==> src/rtl/irqr_pkg.sv <==
package irqr_pkg;
  localparam int VEC_LSB      = 0;
  localparam int DM_LSB       = 8;
  localparam int DESTMODE_BIT = 11;
  localparam int DSTAT_BIT    = 12;
  localparam int POL_BIT      = 13;
  localparam int RIRR_BIT     = 14;
  localparam int TRIG_BIT     = 15;
  localparam int MASK_BIT     = 16;
  localparam int DEST_LSB     = 56;
  localparam logic [2:0] DM_EXTERNAL = 3'd7;

  // Only the programmable fields are stored; reserved bits read as zero.
  typedef struct packed {
    logic [7:0] dest;
    logic       mask;
    logic       level;
    logic       invert;
    logic       destMode;
    logic [2:0] mode;
    logic [7:0] vector;
  } entry_t;

  typedef struct packed {
    logic capture;   // latch the lowest eligible pin into the message regs
    logic extLatch;  // replace message vector with the external one
    logic commit;    // message accepted: retire the pin
    logic busy;      // a request is outstanding
  } ctlStrobe_t;

  typedef enum logic [1:0] {ST_IDLE, ST_ACK, ST_SEND} ctlState_t;
endpackage

==> src/rtl/irqr_datapath.sv <==
module irqr_datapath
  import irqr_pkg::*;
#(
  parameter int NUM_PINS = 24,
  localparam int IDX_W = $clog2(NUM_PINS)
) (
  input  logic                clk,
  input  logic                rstN,
  input  logic [NUM_PINS-1:0] irqIn,
  input  logic                wrEn,
  input  logic [IDX_W-1:0]    wrIdx,
  input  logic                wrHigh,
  input  logic [31:0]         wrData,
  input  logic [IDX_W-1:0]    rdIdx,
  output logic [63:0]         rdData,
  input  logic                eoiValid,
  input  logic [7:0]          eoiVector,
  input  logic [7:0]          extVector,
  input  ctlStrobe_t          strb,
  output logic                anyEligible,
  output logic                selIsExt,
  output logic [7:0]          msgDest,
  output logic                msgDestMode,
  output logic [2:0]          msgDelivMode,
  output logic [7:0]          msgVector,
  output logic                msgLevel
);
  localparam entry_t RESET_ENTRY = '{mask: 1'b1, default: '0};

  entry_t              tbl [NUM_PINS];
  logic [NUM_PINS-1:0] pending, remoteIrr, prevAct;
  logic [NUM_PINS-1:0] pinRaw, pinAct, rise, eligible;
  logic [IDX_W-1:0]    selIdx, curIdx;

  // Line-to-pin routing and per-pin qualification
  for (genvar p = 0; p < NUM_PINS; p++) begin : g_pin
    if (p == 0) begin : g_none
      assign pinRaw[p] = 1'b0;
    end else if (p == 2) begin : g_shared
      assign pinRaw[p] = irqIn[0] | irqIn[2];
    end else begin : g_direct
      assign pinRaw[p] = irqIn[p];
    end
    assign pinAct[p]   = pinRaw[p] ^ tbl[p].invert;
    assign rise[p]     = pinAct[p] & ~prevAct[p];
    assign eligible[p] = pending[p] & ~tbl[p].mask & ~remoteIrr[p];
  end

  // Entry storage and write port
  always_ff @(posedge clk or negedge rstN) begin
    if (!rstN) begin
      for (int i = 0; i < NUM_PINS; i++) tbl[i] <= RESET_ENTRY;
    end else if (wrEn && int'(wrIdx) < NUM_PINS) begin
      if (wrHigh) begin
        tbl[wrIdx].dest <= wrData[DEST_LSB-32 +: 8];
      end else begin
        tbl[wrIdx].vector   <= wrData[VEC_LSB +: 8];
        tbl[wrIdx].mode     <= wrData[DM_LSB +: 3];
        tbl[wrIdx].destMode <= wrData[DESTMODE_BIT];
        tbl[wrIdx].invert   <= wrData[POL_BIT];
        tbl[wrIdx].level    <= wrData[TRIG_BIT];
        tbl[wrIdx].mask     <= wrData[MASK_BIT];
      end
    end
  end

  // Pending, remote-IRR and edge history
  always_ff @(posedge clk or negedge rstN) begin
    if (!rstN) begin
      pending   <= '0;
      remoteIrr <= '0;
      prevAct   <= '0;
    end else begin
      prevAct <= pinAct;
      for (int i = 0; i < NUM_PINS; i++) begin
        if (tbl[i].level) begin
          pending[i] <= pinAct[i];
        end else if (rise[i] && !tbl[i].mask) begin
          pending[i] <= 1'b1;
        end else if (strb.commit && int'(curIdx) == i) begin
          pending[i] <= 1'b0;
        end
        if (strb.commit && int'(curIdx) == i && msgLevel) begin
          remoteIrr[i] <= 1'b1;
        end else if (eoiValid && remoteIrr[i] && tbl[i].vector == eoiVector) begin
          remoteIrr[i] <= 1'b0;
        end
      end
    end
  end

  // Lowest-numbered eligible pin
  always_comb begin
    selIdx = '0;
    for (int i = NUM_PINS - 1; i >= 0; i--) begin
      if (eligible[i]) selIdx = IDX_W'(i);
    end
  end
  assign anyEligible = |eligible;
  assign selIsExt    = (tbl[selIdx].mode == DM_EXTERNAL);

  // Message registers
  always_ff @(posedge clk or negedge rstN) begin
    if (!rstN) begin
      curIdx       <= '0;
      msgDest      <= '0;
      msgDestMode  <= 1'b0;
      msgDelivMode <= '0;
      msgVector    <= '0;
      msgLevel     <= 1'b0;
    end else if (strb.capture) begin
      curIdx       <= selIdx;
      msgDest      <= tbl[selIdx].dest;
      msgDestMode  <= tbl[selIdx].destMode;
      msgDelivMode <= tbl[selIdx].mode;
      msgVector    <= tbl[selIdx].vector;
      msgLevel     <= tbl[selIdx].level;
    end else if (strb.extLatch) begin
      msgVector <= extVector;
    end
  end

  // Entry image for the read port
  always_comb begin
    rdData = '0;
    if (int'(rdIdx) < NUM_PINS) begin
      rdData[VEC_LSB +: 8]   = tbl[rdIdx].vector;
      rdData[DM_LSB +: 3]    = tbl[rdIdx].mode;
      rdData[DESTMODE_BIT]   = tbl[rdIdx].destMode;
      rdData[DSTAT_BIT]      = strb.busy && (curIdx == rdIdx);
      rdData[POL_BIT]        = tbl[rdIdx].invert;
      rdData[RIRR_BIT]       = remoteIrr[rdIdx];
      rdData[TRIG_BIT]       = tbl[rdIdx].level;
      rdData[MASK_BIT]       = tbl[rdIdx].mask;
      rdData[DEST_LSB +: 8]  = tbl[rdIdx].dest;
    end
  end
endmodule

==> src/rtl/irqr_control.sv <==
module irqr_control
  import irqr_pkg::*;
(
  input  logic       clk,
  input  logic       rstN,
  input  logic       anyEligible,
  input  logic       selIsExt,
  input  logic       msgReady,
  input  logic       extAckDone,
  output ctlStrobe_t strb,
  output logic       msgValid,
  output logic       extAckReq
);
  ctlState_t state, stateNext;

  always_comb begin
    stateNext     = state;
    strb          = '0;
    strb.busy     = (state != ST_IDLE);
    unique case (state)
      ST_IDLE: begin
        if (anyEligible) begin
          strb.capture = 1'b1;
          stateNext    = selIsExt ? ST_ACK : ST_SEND;
        end
      end
      ST_ACK: begin
        if (extAckDone) begin
          strb.extLatch = 1'b1;
          stateNext     = ST_SEND;
        end
      end
      ST_SEND: begin
        if (msgReady) begin
          strb.commit = 1'b1;
          stateNext   = ST_IDLE;
        end
      end
      default: stateNext = ST_IDLE;
    endcase
  end

  always_ff @(posedge clk or negedge rstN) begin
    if (!rstN) state <= ST_IDLE;
    else       state <= stateNext;
  end

  assign msgValid  = (state == ST_SEND);
  assign extAckReq = (state == ST_ACK);
endmodule

==> src/rtl/irq_redirect_engine.sv <==
module irq_redirect_engine
  import irqr_pkg::*;
#(
  parameter int NUM_PINS = 24,
  localparam int IDX_W = $clog2(NUM_PINS)
) (
  input  logic                clk,
  input  logic                rstN,
  input  logic [NUM_PINS-1:0] irqIn,
  input  logic                wrEn,
  input  logic [IDX_W-1:0]    wrIdx,
  input  logic                wrHigh,
  input  logic [31:0]         wrData,
  input  logic [IDX_W-1:0]    rdIdx,
  output logic [63:0]         rdData,
  input  logic                eoiValid,
  input  logic [7:0]          eoiVector,
  output logic                msgValid,
  input  logic                msgReady,
  output logic [7:0]          msgDest,
  output logic                msgDestMode,
  output logic [2:0]          msgDelivMode,
  output logic [7:0]          msgVector,
  output logic                msgLevel,
  output logic                extAckReq,
  input  logic                extAckDone,
  input  logic [7:0]          extVector
);
  ctlStrobe_t strb;
  logic       anyEligible, selIsExt;

  irqr_datapath #(.NUM_PINS(NUM_PINS)) u_dp (
    .clk(clk), .rstN(rstN), .irqIn(irqIn),
    .wrEn(wrEn), .wrIdx(wrIdx), .wrHigh(wrHigh), .wrData(wrData),
    .rdIdx(rdIdx), .rdData(rdData),
    .eoiValid(eoiValid), .eoiVector(eoiVector), .extVector(extVector),
    .strb(strb), .anyEligible(anyEligible), .selIsExt(selIsExt),
    .msgDest(msgDest), .msgDestMode(msgDestMode), .msgDelivMode(msgDelivMode),
    .msgVector(msgVector), .msgLevel(msgLevel)
  );

  irqr_control u_ctl (
    .clk(clk), .rstN(rstN), .anyEligible(anyEligible), .selIsExt(selIsExt),
    .msgReady(msgReady), .extAckDone(extAckDone),
    .strb(strb), .msgValid(msgValid), .extAckReq(extAckReq)
  );
endmodule

==> config.mk <==
export PLATFORM = sky130hd
export DESIGN_NAME = irq_redirect_engine
export DESIGN_NICKNAME = d
export VERILOG_FILES = /design/src/rtl/irqr_pkg.sv /design/src/rtl/irqr_datapath.sv /design/src/rtl/irqr_control.sv /design/src/rtl/irq_redirect_engine.sv
export SDC_FILE = /design/constraint.sdc
export NUM_CORES = 1
export LEC_CHECK = 0
export BUFFER_PORTS_ARGS = -buffer_cell sky130_fd_sc_hd__buf_4
export CAP_MARGIN = 0
export CORE_MARGIN = 2
export CORE_UTILIZATION = 55
export DETAILED_ROUTE_END_ITERATION = 6
export PLACE_DENSITY = 0.83
export SYNTH_ARGS = -nofsm -noshare
export SYNTH_HDL_FRONTEND = slang
export SYNTH_SLANG_ARGS = --single-unit
==> constraint.sdc <==
create_clock -name clk -period 8.7 [get_ports clk]
set_input_delay 0.435 -clock clk [delete_from_list [all_inputs] [get_ports clk]]
set_output_delay 0.435 -clock clk [all_outputs]
set_load 0.1 [all_outputs]
==> results.sh <==
export IMPL_dp_cells=4032
export IMPL_cp_cell_sequence="nor3b_1 > nor2_1 > o21ai_0 > o21bai_4 > buf_4 > nand2_4 > buf_4 > a221oi_1 > a311o_1 > a311o_1 > nand3b_4 > a2bb2oi_1"
export IMPL_syn2layout_area_growth_pct=10.06
export IMPL_fmax_mhz=197.0
export IMPL_path_buf_inv=2
export IMPL_power_density_nw_per_um2=282.1
export IMPL_die_h_um=263.8
export IMPL_htree_levels=3
export IMPL_synth_area_um2=37130
export IMPL_dieArea_um2=69600
export IMPL_grt_overflow_total=0
export IMPL_drv_cap=0
export IMPL_globalRouteMet2Util_pct=48.82
export IMPL_clock_sinks=652
export IMPL_grt_pass1_vias=29020
export IMPL_fin_ws_ns=3.623
export IMPL_tritoncts="built"
export IMPL_ir_drop_v=0.0002859
export IMPL_cts_root_buffer="clkbuf_16"
export IMPL_synth_edf_count=0
export IMPL_clkPwrFrac_pct=26.5
export IMPL_switching_power_mw=4.847
export IMPL_grt_max_degree=183
export IMPL_cpPeakStageDelay_ns=0.81
export IMPL_ys_async_sr_fraction_pct=100.0
export IMPL_die_w_um=263.8
export IMPL_synth_top_area_share_pct=42.33
export IMPL_detail_route_wl_per_cell_um=28.27
export IMPL_skew_ns=0.02542
export IMPL_worst_slew_pin_slew_ns=1.316
export IMPL_port_buffers=127
export IMPL_min_path_type="input port to flip-flop"
export IMPL_cp_arrival_ns=5.52
export IMPL_violations="design-rule violations"
export IMPL_grt_busiest_layer="met2"
export IMPL_io_pins=176
export IMPL_seqPwrFrac_pct=33.6
export IMPL_syn_inst=3247
export IMPL_power_leakage_nw=18.18
export IMPL_drtPass1Iterations=7
export IMPL_drt_initial_drc_count=3963
export IMPL_synthMostInstantiatedCell="dfrtp_1"
export IMPL_drtAntennaViolNets=0
export IMPL_vias=29200
export IMPL_path_max_fanout=64
export IMPL_whs_ns=0.01529
export IMPL_synth_top_cells_by_count="dfrtp_1 (628), mux2_2 (553), nand2_1 (452)"
export IMPL_power_mw=11.53
export IMPL_drc=2
export IMPL_critPathTopFamily="compound AO/OA/AOI/OAI gates"
export IMPL_post_cts_repair_setup_buffers=0
export IMPL_synth_ff_type="dfrtp_1"
export IMPL_synthTopCellsByArea="dfrtp_1 (42%), mux2_2 (17%), mux4_2 (11%), nand2_1 (4.6%), xor2_1 (4.5%)"
export IMPL_holdBufCountCts=3
export IMPL_ys_warnings_count=0
export IMPL_swShare_pct=42.05
export IMPL_placed_area_um2=38510
export IMPL_crit_required_ns=9.14
export IMPL_use_met1_pct=44.21
export IMPL_postLayoutCellArea_um2=40860
export IMPL_num_rows=95
export IMPL_hold_violations=0
export IMPL_initial_utilization_pct=55.38
export IMPL_clk_pin_slew_ns=0.06
export IMPL_setup_violations=0
export IMPL_place_ws_ns=3.804
export IMPL_layout_min_cycle_time_ns=5.077
export IMPL_endpoint_kind="flip-flop"
export IMPL_place_gp_congestion=0.9423
export IMPL_yosysTopAreaCell="dfrtp_1"
export IMPL_wl_um=117600
export IMPL_status="complete, but fails checks"
export IMPL_timing_setup_tns_ns=0
export IMPL_slew_headroom_pct=12.14
export IMPL_avgSynthCellArea_um2=11.43
export IMPL_ctsLongestPathBuffers=3
export IMPL_finalMaxSlewViolations=0
export IMPL_track_usage_pct=33.55
export IMPL_fin_crit_sh_pct=58.35
export IMPL_grt_pass1_wl_um=178100
export IMPL_crit_slowest_cell="buf_4"
export IMPL_combPwrFrac_pct=40.0
export IMPL_rsz0062_at_grt="no"
export IMPL_hpwl_um=71730
export IMPL_numCtsBuffers=69
export IMPL_ys_seq_elements=652
export IMPL_core_area_um2=67040
export IMPL_final_util_pct=60.95
export IMPL_post_synth_num_cell_types=72
export IMPL_use_met3_pct=10.38
export IMPL_yosysSeqAreaShare_pct=44.03
export IMPL_cts_resized=0
export IMPL_antenna_found_initial=6
export IMPL_clk_latency_ns=0.64
export IMPL_final_cells=4161
export IMPL_p_int_mw=6.680
export IMPL_nNetsFinal=3322
export IMPL_start_kind="flip-flop"
export IMPL_crit_type="flip-flop to flip-flop"
export IMPL_via_per_inst=7.018
export IMPL_drive_gt1_share_pct=32.95
layout by cell type, fill, tap and decap left out, drive strengths merged, types with 23 or more instances in the layout:
cell type / instances
mux4: 174
nor2: 81
o21ai: 104
nor4: 28
clkbuf: 103
o41ai: 23
dfstp: 24
mux2: 553
xor2: 192
nand2: 452
xnor2: 26
conb: 39
and3: 55
a31oi: 35
dfrtp: 628
o22ai: 27
buf: 176
inv: 35
a311oi: 68
nand3: 185
mux2i: 45
worst paths after layout:
check	start	end	slack [ns]	depth (start not counted)
worst max-delay path	u_dp.remoteIrr[16]	u_ctl.state[1]	3.62	12
worst min-delay path	irqIn[22]	u_dp.prevAct[22]	0.02	2
worst max register to register	u_dp.remoteIrr[16]	u_ctl.state[1]	3.62	12
worst min register to register	u_dp.pinAct[0]	u_dp.prevAct[0]	0.43	0
max in group asynchronous	rstN	u_dp.tbl[214]	5.99	4
min in group asynchronous	rstN	u_dp.tbl[315]	0.44	2
power by group through the flow:
stage                     registers [mW]  logic [mW]  clock network, mW
after floorplan                     4.00        2.98                  0
after global placement              3.86        4.34                  0
after detailed placement            3.89        4.42                  0
after CTS                           3.84        4.48               3.06
after global routing                3.91        4.81               3.17
final                               3.87        4.61               3.05
metal layers:
layer | wire length [µm] | up-vias
met5 | 12 | -
met2 | 51520 | 2248
met4 | 7622 | 2
li1 | - | 11730
met1 | 43040 | 14710
met3 | 15440 | 507
worst register-to-register path, stage by stage (launching register included):
cell       delay [ns]
dfrtp_1          0.40
nor3b_1          0.48
nor2_1           0.10
o21ai_0          0.39
o21bai_4         0.07
buf_4            0.42
nand2_4          0.79
buf_4            0.88
a221oi_1         0.24
a311o_1          0.38
a311o_1          0.37
nand3b_4         0.20
a2bb2oi_1        0.17
state kept, by name (all words and copies together), names as in the netlist:
signal             cells
u_dp.msgDelivMode      3
u_dp.msgVector         8
u_dp.pending          24
u_dp.msgDest           8
u_dp.prevAct          24
u_ctl.state            2
u_dp.pinAct            1
u_dp.tbl             551
u_dp.curIdx            5
u_dp.msgLevel          1
u_dp.msgDestMode       1
u_dp.remoteIrr        24
layout make-up:
cell class                      instances  area [µm²]
Clock buffer                          102        1981
Tap cell                              873        1092
Timing Repair Buffer                  180        1405
Antenna cell                            4       10.01
Multi-Input combinational cell       2297       19570
Fill cell                            5108       26180
Sequential cell                       652       16350
Clock inverter                         20       331.6
Inverter                               33       123.9
cell families after synthesis:
family / synth area share (%)
other cells: 0.01010
buf+inv: 3.936
mux: 28.54
compound gates: 6.845
simple gates: 11.50
flops: 44.03
xor+xnor: 5.143
Note: power is estimated with default switching activity, not from simulation.
